===== src/rtl/hcr_gate_pkg.sv =====
// Package: shared constants for the access gate.
// Assumes: outcome vector bit positions are consumed by the exception pipeline.
package hcr_gate_pkg;
    localparam int OC_W        = 5;
    localparam int OC_UNDEF    = 0;
    localparam int OC_TRAP2    = 1;
    localparam int OC_TRAP3    = 2;
    localparam int OC_DIRECT   = 3;
    localparam int OC_REDIR    = 4;
    localparam int ENC_W       = 16;
    localparam logic [ENC_W-1:0] REG_ENC = {2'b11, 3'b100, 4'b0001, 4'b0001, 3'b100};
    localparam int OFS_W       = 12;
    localparam logic [OFS_W-1:0] REDIR_OFS = 12'h1B8;
    localparam int NVB_NV  = 0;
    localparam int NVB_NV1 = 1;
    localparam int NVB_NV2 = 2;
endpackage


===== src/rtl/hcr_enc_match.sv =====
// Module: compares the access encoding with the gated register's encoding.
// Assumes: encoding fields are packed op0, op1, CRn, CRm, op2 from high to low.
module hcr_enc_match
    import hcr_gate_pkg::*;
#(
    parameter logic [ENC_W-1:0] MATCH_ENC = REG_ENC
) (
    input  logic             valid,
    input  logic [ENC_W-1:0] enc,
    output logic             hit
);
    // Recognise a valid access to the gated register.
    always_comb begin
        hit = valid && (enc == MATCH_ENC);
    end
endmodule


===== src/rtl/hcr_outcome_arb.sv =====
// Module: chooses one of five outcomes for a recognised access.
// Assumes: inputs are settled within the cycle; the result is combinational.
module hcr_outcome_arb
    import hcr_gate_pkg::*;
#(
    parameter bit FGT_IMPL = 1'b1
) (
    input  logic             clk,
    input  logic             rst_n,
    input  logic             hit,
    input  logic [1:0]       cur_el,
    input  logic [2:0]       nv_ctl,
    input  logic             el3_present,
    input  logic             el3_fg_enable,
    input  logic             dbg_undef,
    input  logic             dbg_undef_first,
    output logic [OC_W-1:0]  outcome
);
    logic l1_redirect;
    logic l1_trap;
    logic l2_trap_cond;
    logic dbg_wins;

    // Derive the per-level conditions from the control inputs.
    always_comb begin
        l1_redirect  = nv_ctl[NVB_NV] && nv_ctl[NVB_NV2];
        l1_trap      = nv_ctl[NVB_NV] && !nv_ctl[NVB_NV2];
        l2_trap_cond = el3_present && !el3_fg_enable;
        dbg_wins     = dbg_undef && dbg_undef_first;
    end

    // Select the single outcome by requesting level.
    always_comb begin
        outcome = '0;
        if (hit) begin
            if (!FGT_IMPL) begin
                outcome[OC_UNDEF] = 1'b1;
            end else begin
                unique case (cur_el)
                    2'd0: outcome[OC_UNDEF] = 1'b1;
                    2'd1: begin
                        if (l1_redirect)      outcome[OC_REDIR]  = 1'b1;
                        else if (l1_trap)     outcome[OC_TRAP2]  = 1'b1;
                        else                  outcome[OC_UNDEF]  = 1'b1;
                    end
                    2'd2: begin
                        if (l2_trap_cond) begin
                            if (dbg_wins)     outcome[OC_UNDEF]  = 1'b1;
                            else              outcome[OC_TRAP3]  = 1'b1;
                        end else begin
                            outcome[OC_DIRECT] = 1'b1;
                        end
                    end
                    default: outcome[OC_DIRECT] = 1'b1;
                endcase
            end
        end
    end


    outcome_onehot_chk: assert property (@(posedge clk) disable iff (!rst_n)
        hit |-> $countones(outcome) == 1);

    idle_quiet_chk: assert property (@(posedge clk) disable iff (!rst_n)
        !hit |-> outcome == '0);

    el0_undef_chk: assert property (@(posedge clk) disable iff (!rst_n)
        (hit && cur_el == 2'd0) |-> outcome[OC_UNDEF]);

    trap3_level_chk: assert property (@(posedge clk) disable iff (!rst_n)
        outcome[OC_TRAP3] |-> (cur_el == 2'd2 && el3_present && !el3_fg_enable));

    redir_level_chk: assert property (@(posedge clk) disable iff (!rst_n)
        outcome[OC_REDIR] |-> cur_el == 2'd1);
endmodule


===== src/rtl/hcr_reg_store.sv =====
// Module: holds the 64-bit control register with reserved bits forced to zero.
// Assumes: wr_en is asserted only for permitted direct writes.
module hcr_reg_store #(
    parameter int          DW        = 64,
    parameter logic [DW-1:0] RSVD_MASK = {8'hFF, {(DW-8){1'b0}}}
) (
    input  logic          clk,
    input  logic          rst_n,
    input  logic          wr_en,
    input  logic [DW-1:0] wdata,
    output logic [DW-1:0] q
);
    localparam logic [DW-1:0] KEEP_MASK = ~RSVD_MASK;

    // Update the register on a permitted write; clear on reset.
    always_ff @(posedge clk) begin
        if (!rst_n)      q <= '0;
        else if (wr_en)  q <= wdata & KEEP_MASK;
    end


    rsvd_zero_chk: assert property (@(posedge clk) disable iff (!rst_n)
        (q & RSVD_MASK) == '0);

    hold_unless_write_chk: assert property (@(posedge clk) disable iff (!rst_n)
        !wr_en |=> $stable(q));
endmodule


===== src/rtl/hcr_access_gate.sv =====
// Module: top of the access gate; decodes, arbitrates and performs the access.
// Assumes: one access per cycle; outcome and read data valid in the request cycle.
module hcr_access_gate
    import hcr_gate_pkg::*;
#(
    parameter bit FGT_IMPL = 1'b1,
    parameter int DW       = 64
) (
    input  logic              clk,
    input  logic              rst_n,
    input  logic              acc_valid,
    input  logic              acc_write,
    input  logic [ENC_W-1:0]  acc_enc,
    input  logic [1:0]        cur_el,
    input  logic [2:0]        nv_ctl,
    input  logic              el3_present,
    input  logic              el3_fg_enable,
    input  logic              dbg_undef,
    input  logic              dbg_undef_first,
    input  logic [DW-1:0]     acc_wdata,
    output logic [OC_W-1:0]   outcome,
    output logic [DW-1:0]     acc_rdata,
    output logic [OFS_W-1:0]  redir_offset
);
    logic          hit;
    logic          wr_en;
    logic [DW-1:0] reg_q;

    hcr_enc_match u_match (
        .valid (acc_valid),
        .enc   (acc_enc),
        .hit   (hit)
    );

    hcr_outcome_arb #(.FGT_IMPL(FGT_IMPL)) u_arb (
        .clk             (clk),
        .rst_n           (rst_n),
        .hit             (hit),
        .cur_el          (cur_el),
        .nv_ctl          (nv_ctl),
        .el3_present     (el3_present),
        .el3_fg_enable   (el3_fg_enable),
        .dbg_undef       (dbg_undef),
        .dbg_undef_first (dbg_undef_first),
        .outcome         (outcome)
    );

    hcr_reg_store #(.DW(DW)) u_store (
        .clk   (clk),
        .rst_n (rst_n),
        .wr_en (wr_en),
        .wdata (acc_wdata),
        .q     (reg_q)
    );

    // Gate write enable, read data and redirect offset on the outcome.
    always_comb begin
        wr_en        = outcome[OC_DIRECT] && acc_write;
        acc_rdata    = (outcome[OC_DIRECT] && !acc_write) ? reg_q : '0;
        redir_offset = outcome[OC_REDIR] ? REDIR_OFS : '0;
    end


    redir_offset_chk: assert property (@(posedge clk) disable iff (!rst_n)
        outcome[OC_REDIR] |-> redir_offset == 12'h1B8);

    rdata_quiet_chk: assert property (@(posedge clk) disable iff (!rst_n)
        !(outcome[OC_DIRECT] && !acc_write) |-> acc_rdata == '0);

    refused_write_chk: assert property (@(posedge clk) disable iff (!rst_n)
        (acc_write && !outcome[OC_DIRECT]) |=> $stable(reg_q));
endmodule


===== config.mk =====
export PLATFORM = sky130hd
export DESIGN_NAME = hcr_access_gate
export DESIGN_NICKNAME = d
export VERILOG_FILES = /design/src/rtl/hcr_gate_pkg.sv /design/src/rtl/hcr_enc_match.sv /design/src/rtl/hcr_outcome_arb.sv /design/src/rtl/hcr_reg_store.sv /design/src/rtl/hcr_access_gate.sv
export SDC_FILE = /design/constraint.sdc
export NUM_CORES = 1
export LEC_CHECK = 0
export ABC_AREA = 1
export BUFFER_PORTS_ARGS = -buffer_cell sky130_fd_sc_hd__buf_2
export CORE_ASPECT_RATIO = 1.75
export CORE_MARGIN = 4
export CORE_UTILIZATION = 50
export CTS_BUF_LIST = sky130_fd_sc_hd__clkbuf_2 sky130_fd_sc_hd__clkbuf_4 sky130_fd_sc_hd__clkbuf_8
export CTS_CLUSTER_SIZE = 25
export DETAILED_ROUTE_END_ITERATION = 8
export HOLD_SLACK_MARGIN = 0.06
export PLACE_DENSITY = 0.93
export SETUP_SLACK_MARGIN = 0.15
export SLEW_MARGIN = 20
export SYNTH_ARGS = -nofsm -noshare
export SYNTH_HDL_FRONTEND = slang
export SYNTH_HIERARCHICAL = 1
export SYNTH_SLANG_ARGS = --single-unit

===== constraint.sdc =====
create_clock -name clk -period 5.1 [get_ports clk]
set_clock_uncertainty 0.15 [all_clocks]
set_input_delay 1.02 -clock clk [delete_from_list [all_inputs] [get_ports clk]]
set_output_delay 1.02 -clock clk [all_outputs]
set_load 0.02 [all_outputs]

# Yosys cells after proc, flatten, opt, wreduce, memory -nomap -nowiden
# Cells that the tools add are included.
# classes
eq_ne,3
mux,17
n_reduce_logical,12
# ops
op,count
two-way mux 56 bit,1
"equality test 16 bit, second input constant",1
two-way mux 1 bit,11
two-way mux 9 bit,1
logical AND 1 bit,7
two-way mux 5 bit,1
logical NOT 1 bit,3
case mux 1 bit (3 select lines),1
"equality test 2 x 1 -> 1 bit, second input constant",1
"equality test 2 bit, second input constant",1
logical NOT 2 bit,1
two-way mux 2 bit,1
case mux 1 bit (2 select lines),1
OR reduction 2 bit,1
# totals
reg_bits,56
inputBits,93
out_inout_bits,81
elab_cells,33

# Longest topological paths before layout
# Gate-level depths: netlist of run 1.
# depth
ltp_word,8
ltp_mapped,14

# Modules after synthesis
# The synthesis of run 1 kept the hierarchy.
# by_module_without_submodules
mod,n_inst,cells_per_inst,area_each_um2,seq_area_each_um2
hcr_reg_store,1,363,2327.2,1121.1
hcr_access_gate,1,151,669.4,0.0
hcr_outcome_arb,1,18,92.6,0.0
hcr_enc_match,1,20,78.8,0.0

# Least setup slack after synthesis of run 1
# OpenSTA, ideal clock, no wires.
# synth_path
kind,input -> output
startpoint,in acc_enc[8]
endpoint,out acc_rdata[2]
arrival_ns,2.354
slack_ns,1.576
cell_stages,10
cell_sequence,inv_1 nand2_1 nor2_1 nand3_1 nor2_1 nand3_1 inv_1 nand2_4 clkbuf_8 nor2_1
# synth_via
elab_chain_cells,5
# synth_rtl
item,line_no,source
from (decl),hcr_access_gate.sv:13,"input logic [ENC_W-1:0] acc_enc,"
equality test 16 bit,hcr_enc_match.sv:14,hit = valid && (enc == MATCH_ENC);
logical AND 1 bit,hcr_enc_match.sv:14,
via hit,hcr_access_gate.sv:25,logic hit;
two-way mux 5 bit,hcr_outcome_arb.sv:35,if (hit) begin
via outcome[3],hcr_access_gate.sv:21,"output logic [OC_W-1:0] outcome,"
logical AND 1 bit,hcr_access_gate.sv:59,acc_rdata = (outcome[OC_DIRECT] && !acc_write) ? reg_q : '0;
two-way mux 56 bit,hcr_access_gate.sv:59,
to (decl),hcr_access_gate.sv:22,"output logic [DW-1:0] acc_rdata,"
# The timed path passes the listed nets, and every way through them passes these cells.

# Worst setup path after layout of run 1
# layout_path
startpoint,in acc_enc[8]
endpoint,out acc_rdata[26]
# layout_via
elab_chain_cells,5
# layout_rtl
item,line_no
equality test 16 bit,hcr_enc_match.sv:14
logical AND 1 bit,hcr_enc_match.sv:14
via hit,hcr_access_gate.sv:25
two-way mux 5 bit,hcr_outcome_arb.sv:35
logical AND 1 bit,hcr_access_gate.sv:59
two-way mux 56 bit,hcr_access_gate.sv:59
# The timed path passes the listed nets, and every way through them passes these cells.

==> out/qor.yml, run 1 <==
p_leak_nw: 2.07
r2r_start: "u_store/q[54]$_SDFFE_PN0P_"
cpMaxStageDelayCell: "nand2_4"
seq_area_frac_synth_pct: 35.4
diodes: 0
cts-root-buf: "clkbuf_8"
ir_drop_mv: 0.149
min_to: "u_store/q[12]$_SDFFE_PN0P_"
hp-start: "u_store/q[12]$_SDFFE_PN0P_"
largest-register: "u_store/q"
ios: 174
period_share_pct: 78.4
largest_register_ffs: 56
reg_top3: "u_store/q (56)"
first_pass_iters: 6
tns_ns: 0
antenna_found_initial: 0
cts_tree: "yes"
port_buffers: 149
fin_crit_ns: 4.00
tightest_slew_ns: 1.00
final_max_slew_viol_count: 0
hold_viol_final: 0
reg2reg_setup_slack_ns: 4.34
ys_seq_elements: 56
outcome: "finished, final reports clean"
critical_path.cell_chain: "buf_2 -> inv_1 -> nand2_1 -> nor2_1 -> nand3_1 -> nor2_1 -> nand3_1 -> inv_1 -> nand2_4 -> nor2_1 -> buf_2"
num_rows: 38
die_width_um: 68.2
clkSinkCount: 56
syn_area_um2: 3170
max_stage_delay_ns: 0.38
syn_inst: 552
hp-class: "register to register"
reg2regPathDepth: 2
final_antenna_net_count: 0
cts_max_path_buffers: 2
place_congestion: 0.781
setup_viol: 0
die_h_um: 113
clk-insertion-delay-late_ns: 0.30
p_per_area_nw_per_um2: 197
post-cts-setup-buffers: 0
grt_max_degree: 80
fmax_ghz: 0.250
crit_path_frequent_cell: "nor2_1"
whs_ns: 0.324
slew_headroom_pct: 33.1
rr_endpoint: "u_store/q[54]$_SDFFE_PN0P_"
core_um2: 6180
drc_errors: 0
grt-ovfl-total: 0
start_kind: "input pin"
maxCapViolations: 0
drtIter0Drc: 146
clk_pin_slew_ns: 0.10
areaGrowthSynthToFinish_pct: 22.0
post_cts_resize_count: 0
critPathArrivalTime_ns: 2.83
grtUsageTotal_pct: 18.9
nets: 771
cts_hold_buf: 0
drt-total-wl_mm: 7.24
via_per_inst: 4.27
start_util_pct: 51.3
holdPathStages: 2
crit_path_start: "acc_enc[8]"
cts_buffers: 5
dp_hpwl_mm: 5.52
critPathKind: "input pin to output pin"
worstPathRequired_ns: 3.93
first_global_vias: 2945
ys_warn_count: 6
synth.distinct_cells: 19
end_kind: "output pin"
die_area_um2: 7720
layout-drive-gt1-share_pct: 24.6
wl_per_cell_um: 9.53
grt_pass1_wl_mm: 11.5
rsz0062_at_grt: "false"
crit_fanout: 64
htreeDepth: 2
num_vias: 3239
syn_avg_cell_area_um2: 5.74
stage by stage:
step | power [mW] | area [µm²] | setup WS (ns) | util (%) | instances
2_1_floorplan | 0.491 | 3220 | 1.58 | - | 565
3_3_place_gp | 0.516 | 3770 | 1.14 | 61.0 | 751
3_5_place_dp | 0.518 | 3770 | 1.08 | 61.0 | 751
5_1_grt | 0.799 | 3860 | 0.927 | 62.5 | 759
6_report | 0.763 | 3860 | 1.10 | 62.5 | 759
4_1_cts | 0.773 | 3860 | 1.09 | 62.5 | 759
cell type report:
class | instances | area (µm²)
fill | 586 | 2320
multi-input combinational | 333 | 1300
sequential | 56 | 1120
timing repair buffer | 150 | 753
inverter | 132 | 497
tap | 80 | 100
clock buffer | 7 | 90.1
clock inverter | 1 | 7.51
synthesized netlist by cell type:
cell | instances | area [µm²]
nand2_4 | 1 | 11.3
buf_2 | 16 | 80.1
buf_4 | 23 | 173
dfxtp_1 | 56 | 1120
nor2_1 | 182 | 683
nand3b_1 | 1 | 7.51
buf_6 | 3 | 33.8
nor2_2 | 4 | 25.0
nand2_1 | 122 | 458
clkbuf_8 | 1 | 13.8
nand2_2 | 1 | 6.26
conb_1 | 2 | 7.51
nor3b_2 | 1 | 12.5
clkbuf_1 | 1 | 3.75
inv_1 | 132 | 495
nand4_1 | 1 | 6.26
nand3_1 | 3 | 15.0
nor3_2 | 1 | 10.0
o21ai_1 | 1 | 5.00
logic make-up after synthesis:
logic type | count (synthesis) | synth area share (%)
AOI/OAI and AO/OA | 1 | 0.158
DFF | 56 | 35.4
other | 2 | 0.237
and+or+nand+nor | 317 | 39.0
buffers and inverters | 176 | 25.2
where the power goes:
part / switching, mW / internal (mW)
registers: 0.000000807 / 0.437
logic: 0.0371 / 0.0342
clock network: 0.139 / 0.116
total: 0.176 / 0.587
cell usage in the layout (no fill, tap or decap):
cell type / count
nor2_1: 182
buf_2: 149
inv_1: 131
nand2_1: 122
dfxtp_1: 56
conb_1: 15
clkbuf_8: 6
nor2_2: 4
nand3_1: 3
nand2_4: 1
clkinv_2: 1
clkinvlp_4: 1
clkbuf_4: 1
o21ai_1: 1
nand3b_1: 1
nand2_2: 1
nor3_2: 1
nor3b_2: 1
nand4_1: 1
buf_4: 1
layer usage:
| layer | global-route usage (%) | vias up | share of wire [%] |
|---|---|---|---|
| met5 | 0 | - | 0 |
| li1 | - | 1727 | - |
| met4 | 9.43 | 0 | 3.1 |
| met2 | 36.8 | 116 | 55 |
| met3 | 3.77 | 21 | 7.5 |
| met1 | 17.0 | 1375 | 34 |
worst max-delay path: cells and delay by family:
family,cells,cell delay (ns)
buffers and inverters,4,0.47
and+or+nand+nor,7,1.33
worst max path at each step:
| stage | end | slack (ns) | depth (start not counted) |
|---|---|---|---|
| 2_1_floorplan | acc_rdata[2] | 1.58 | 10 |
| 3_3_place_gp | acc_rdata[26] | 1.14 | 11 |
| 3_5_place_dp | acc_rdata[26] | 1.08 | 11 |
| 4_1_cts | acc_rdata[26] | 1.09 | 11 |
| 5_1_grt | acc_rdata[27] | 0.93 | 11 |
| 6_report | acc_rdata[26] | 1.10 | 11 |
No activity file was read; power rests on OpenSTA's default activity.
==> run 2: changes to the inputs <==
--- a/config.mk
+++ b/config.mk
@@ -5,16 +5,16 @@
 export SDC_FILE = /design/constraint.sdc
 export NUM_CORES = 1
 export LEC_CHECK = 0
-export ABC_AREA = 1
+export ABC_AREA = 0
 export BUFFER_PORTS_ARGS = -buffer_cell sky130_fd_sc_hd__buf_2
 export CORE_ASPECT_RATIO = 1.75
 export CORE_MARGIN = 4
-export CORE_UTILIZATION = 50
+export CORE_UTILIZATION = 46
 export CTS_BUF_LIST = sky130_fd_sc_hd__clkbuf_2 sky130_fd_sc_hd__clkbuf_4 sky130_fd_sc_hd__clkbuf_8
 export CTS_CLUSTER_SIZE = 25
 export DETAILED_ROUTE_END_ITERATION = 8
 export HOLD_SLACK_MARGIN = 0.06
-export PLACE_DENSITY = 0.93
+export PLACE_DENSITY = 0.87
 export SETUP_SLACK_MARGIN = 0.15
 export SLEW_MARGIN = 20
 export SYNTH_ARGS = -nofsm -noshare
==> constraint.sdc (replaced) <==
create_clock -name clk -period 4.1 [get_ports clk]
set_clock_uncertainty 0.15 [all_clocks]
set_input_delay 0.82 -clock clk [delete_from_list [all_inputs] [get_ports clk]]
set_output_delay 0.82 -clock clk [all_outputs]
set_load 0.02 [all_outputs]
==> out/qor.yml, run 2 <==
end_kind: "output pin"
ys_warn_count: 6  # unchanged
path_buf_inv: 3  # -1
die_width_um: 70.1  # +2.8%
tns_ns: 0  # unchanged
synth.distinct_cells: 23  # +4
final_common_cell: "buf_2"
synth-edff-count: 0  # unchanged
period_share_pct: 90.5
reg_top3: "u_store/q (56)"
worstPathRequired_ns: 3.13  # -0.80 ns
fillCellCount: 615  # +4.9%
cts_tree: "yes"
layout_common_cells: "buf_2, and3b_1, nor2b_1"
drc_errors: 0  # unchanged
critPathTopFamily: "simple AND/OR/NAND/NOR gates"
core_um2: 6540  # +5.8%
wl_per_cell_um: 14.3  # +50%
synth-compound-area-share_pct: 0.685  # +0.53 points
synthTopCellsByArea: "dfxtp_1, and3b_1, mux2i_1"
grt-ovfl-total: 0  # unchanged
largest_register_ffs: 56  # unchanged
cts-root-buf: "clkbuf_8"
fin_util_pct: 57.3  # -5.2 points
rr_endpoint: "u_store/q[45]$_SDFFE_PN0P_"
htreeDepth: 2  # unchanged
grtUsageTotal_pct: 17.4  # -1.5 points
nets: 521  # -32%
place_congestion: 0.759  # -2.7%
synth_fa_ha_area_share_pct: 0  # unchanged
start_kind: "input pin"
hp-class: "register to register"
via_per_inst: 4.95  # +16%
tightest_slew_ns: 0.882  # -0.121 ns
first_global_vias: 2548  # -13%
cts_buffers: 5  # unchanged
outcome: "finished, final reports clean"
ir_drop_mv: 0.221  # +48%
diodes: 0  # unchanged
synth.largest_area_cell: "dfxtp_1"
largest-register: "u_store/q"
grt_pass1_wl_mm: 11.4  # -1.0%
post-cts-setup-buffers: 0  # unchanged
critPathArrivalTime_ns: 2.74  # -0.09 ns
setup_viol: 0  # unchanged
crit_fanout: 38  # -41%
max_stage_delay_ns: 0.38  # about the same
muxShareOfSynthArea_pct: 18.0  # +18 points
final_antenna_net_count: 0  # unchanged
syn_avg_cell_area_um2: 10.3  # +80%
r2r_start: "u_store/q[45]$_SDFFE_PN0P_"
clk_pin_slew_ns: 0.09  # about the same
clkSinkCount: 56  # unchanged
synthSimpleGateAreaFrac_pct: 32.6  # -6.3 points
ys_top_cells_by_count: "and3b_1, nor2b_1, dfxtp_1, mux2i_1, buf_4"
grt_max_degree: 66  # -18%
drt-total-wl_mm: 7.30  # +0.91%
clk-insertion-delay-late_ns: 0.30  # about the same
start_util_pct: 47.5  # -3.8 points
fmax_ghz: 0.269
whs_ns: 0.367  # +0.0428 ns
dp_hpwl_mm: 5.39  # -2.2%
p_per_area_nw_per_um2: 242  # +23%
num_vias: 2527  # -22%
crit_path_frequent_cell: "buf_2"
critical_path.cell_chain: "buf_2 -> and4bb_2 -> nand4_1 -> nor3_1 -> nand2_1 -> nor2b_4 -> buf_4 -> and3b_1 -> buf_2"
port_buffers: 149  # unchanged
num_rows: 39  # +2.6%
seq_area_frac_synth_pct: 36.1  # +0.71 points
critPathKind: "input pin to output pin"
hold_viol_final: 0  # unchanged
die_area_um2: 8180  # +5.9%
cp-endpoint: "acc_rdata[10]"
crit_path_start: "acc_enc[9]"
antenna_found_initial: 0  # unchanged
ios: 174  # unchanged
cts_max_path_buffers: 2  # unchanged
yosysMostFrequentCell: "and3b_1"
slew_headroom_pct: 41.2  # +8.1 points
ys_seq_elements: 56  # unchanged
reg2reg_setup_slack_ns: 3.31  # -1.03 ns
die_h_um: 117  # +3.0%
ys_async_sr_fraction_pct: 0  # unchanged
syn_inst: 301  # -45%
synthFlopType: "dfxtp_1"
post_cts_resize_count: 0  # unchanged
p_leak_nw: 1.90  # -8.0%
cpMaxStageDelayCell: "nor3_1"
syn_area_um2: 3110  # -2.0%
synth_xor_area_share_pct: 0  # unchanged
fin_crit_ns: 3.71
cp.depth: 9  # -2
rsz0062_at_grt: "false"
maxCapViolations: 0  # unchanged
first_pass_iters: 3  # -3
areaGrowthSynthToFinish_pct: 20.6
drtIter0Drc: 98  # -33%
cts_hold_buf: 0  # unchanged
reg2regPathDepth: 2  # unchanged
final_max_slew_viol_count: 0  # unchanged
layout-drive-gt1-share_pct: 38.3  # +14 points
synth_top_area_share_pct: 36.1  # +0.71 points
synth_top_family_by_area: "simple AND/OR/NAND/NOR gates"
[run 2: cell types whose count changed in the layout (fill, tap and decap cells not counted), moves of 3 or more]
| cell | delta |
|---|---|
| mux2i_1 | +56 |
| inv_1 | -130 |
| nor2_2 | -4 |
| buf_4 | +3 |
| nand2_1 | -119 |
| and3b_1 | +64 |
| nor2b_1 | +57 |
| nor2_1 | -178 |
[run 2: per-stage QoR]
stage                     cell area (µm²)  total power [mW]  std cells  worst slack (ns)
after floorplan                      3150             0.606        314             0.529
final                                3750             0.908        510             0.389
after global routing                 3750             0.946        510             0.189
after global placement               3660             0.634        503             0.473
after CTS                            3750             0.924        510             0.390
after detailed placement             3660             0.636        503             0.385
[run 2: worst register-to-register path, stage by stage, from the launching register on]
cell	delay [ns]
dfxtp_1	0.33
mux2i_1	0.15
nor2b_1	0.06
[run 2: worst min-delay path by stage]
| stage | startpoint | end | cells past startpoint |
|---|---|---|---|
| floorplan | u_store/q[0]$_SDFFE_PN0P_ | u_store/q[0]$_SDFFE_PN0P_ | 2 |
| global placement | u_store/q[31]$_SDFFE_PN0P_ | u_store/q[31]$_SDFFE_PN0P_ | 2 |
| detailed placement | u_store/q[49]$_SDFFE_PN0P_ | u_store/q[49]$_SDFFE_PN0P_ | 2 |
| CTS | u_store/q[49]$_SDFFE_PN0P_ | u_store/q[49]$_SDFFE_PN0P_ | 2 |
| global route | u_store/q[52]$_SDFFE_PN0P_ | u_store/q[52]$_SDFFE_PN0P_ | 2 |
| finish | u_store/q[39]$_SDFFE_PN0P_ | u_store/q[39]$_SDFFE_PN0P_ | 2 |
[run 2: layer usage]
layer	global-route usage [%]	share of wire, %
met5	0	0
met1	18.1	36
met3	4.39	7.3
met4	9.59	3.7
met2	31.8	53
[run 2: logic make-up after synthesis]
family,Yosys count
AO/OA/AOI/OAI,2
buffers and inverters,47
flip-flops,56
multiplexers,56
other,2
AND/OR/NAND/NOR,138
[run 2: where the power goes]
group / switching, mW / internal (mW)
clock: 0.169 / 0.116
sequential: 0.000000488 / 0.543
combinational: 0.0350 / 0.0445
[run 2: final cells by class]
| class | count | area, µm² | area share [%] |
|---|---|---|---|
| Clock buffer | 5 | 68.8 | 1.84 |
| Multi-Input combinational cell | 211 | 1660 | 44.4 |
| Tap cell | 82 | 103 | 2.74 |
| Timing Repair Buffer | 153 | 776 | 20.7 |
| Clock inverter | 2 | 12.5 | 0.334 |
| Sequential cell | 56 | 1120 | 29.9 |
| Inverter | 1 | 3.75 | 0.100 |
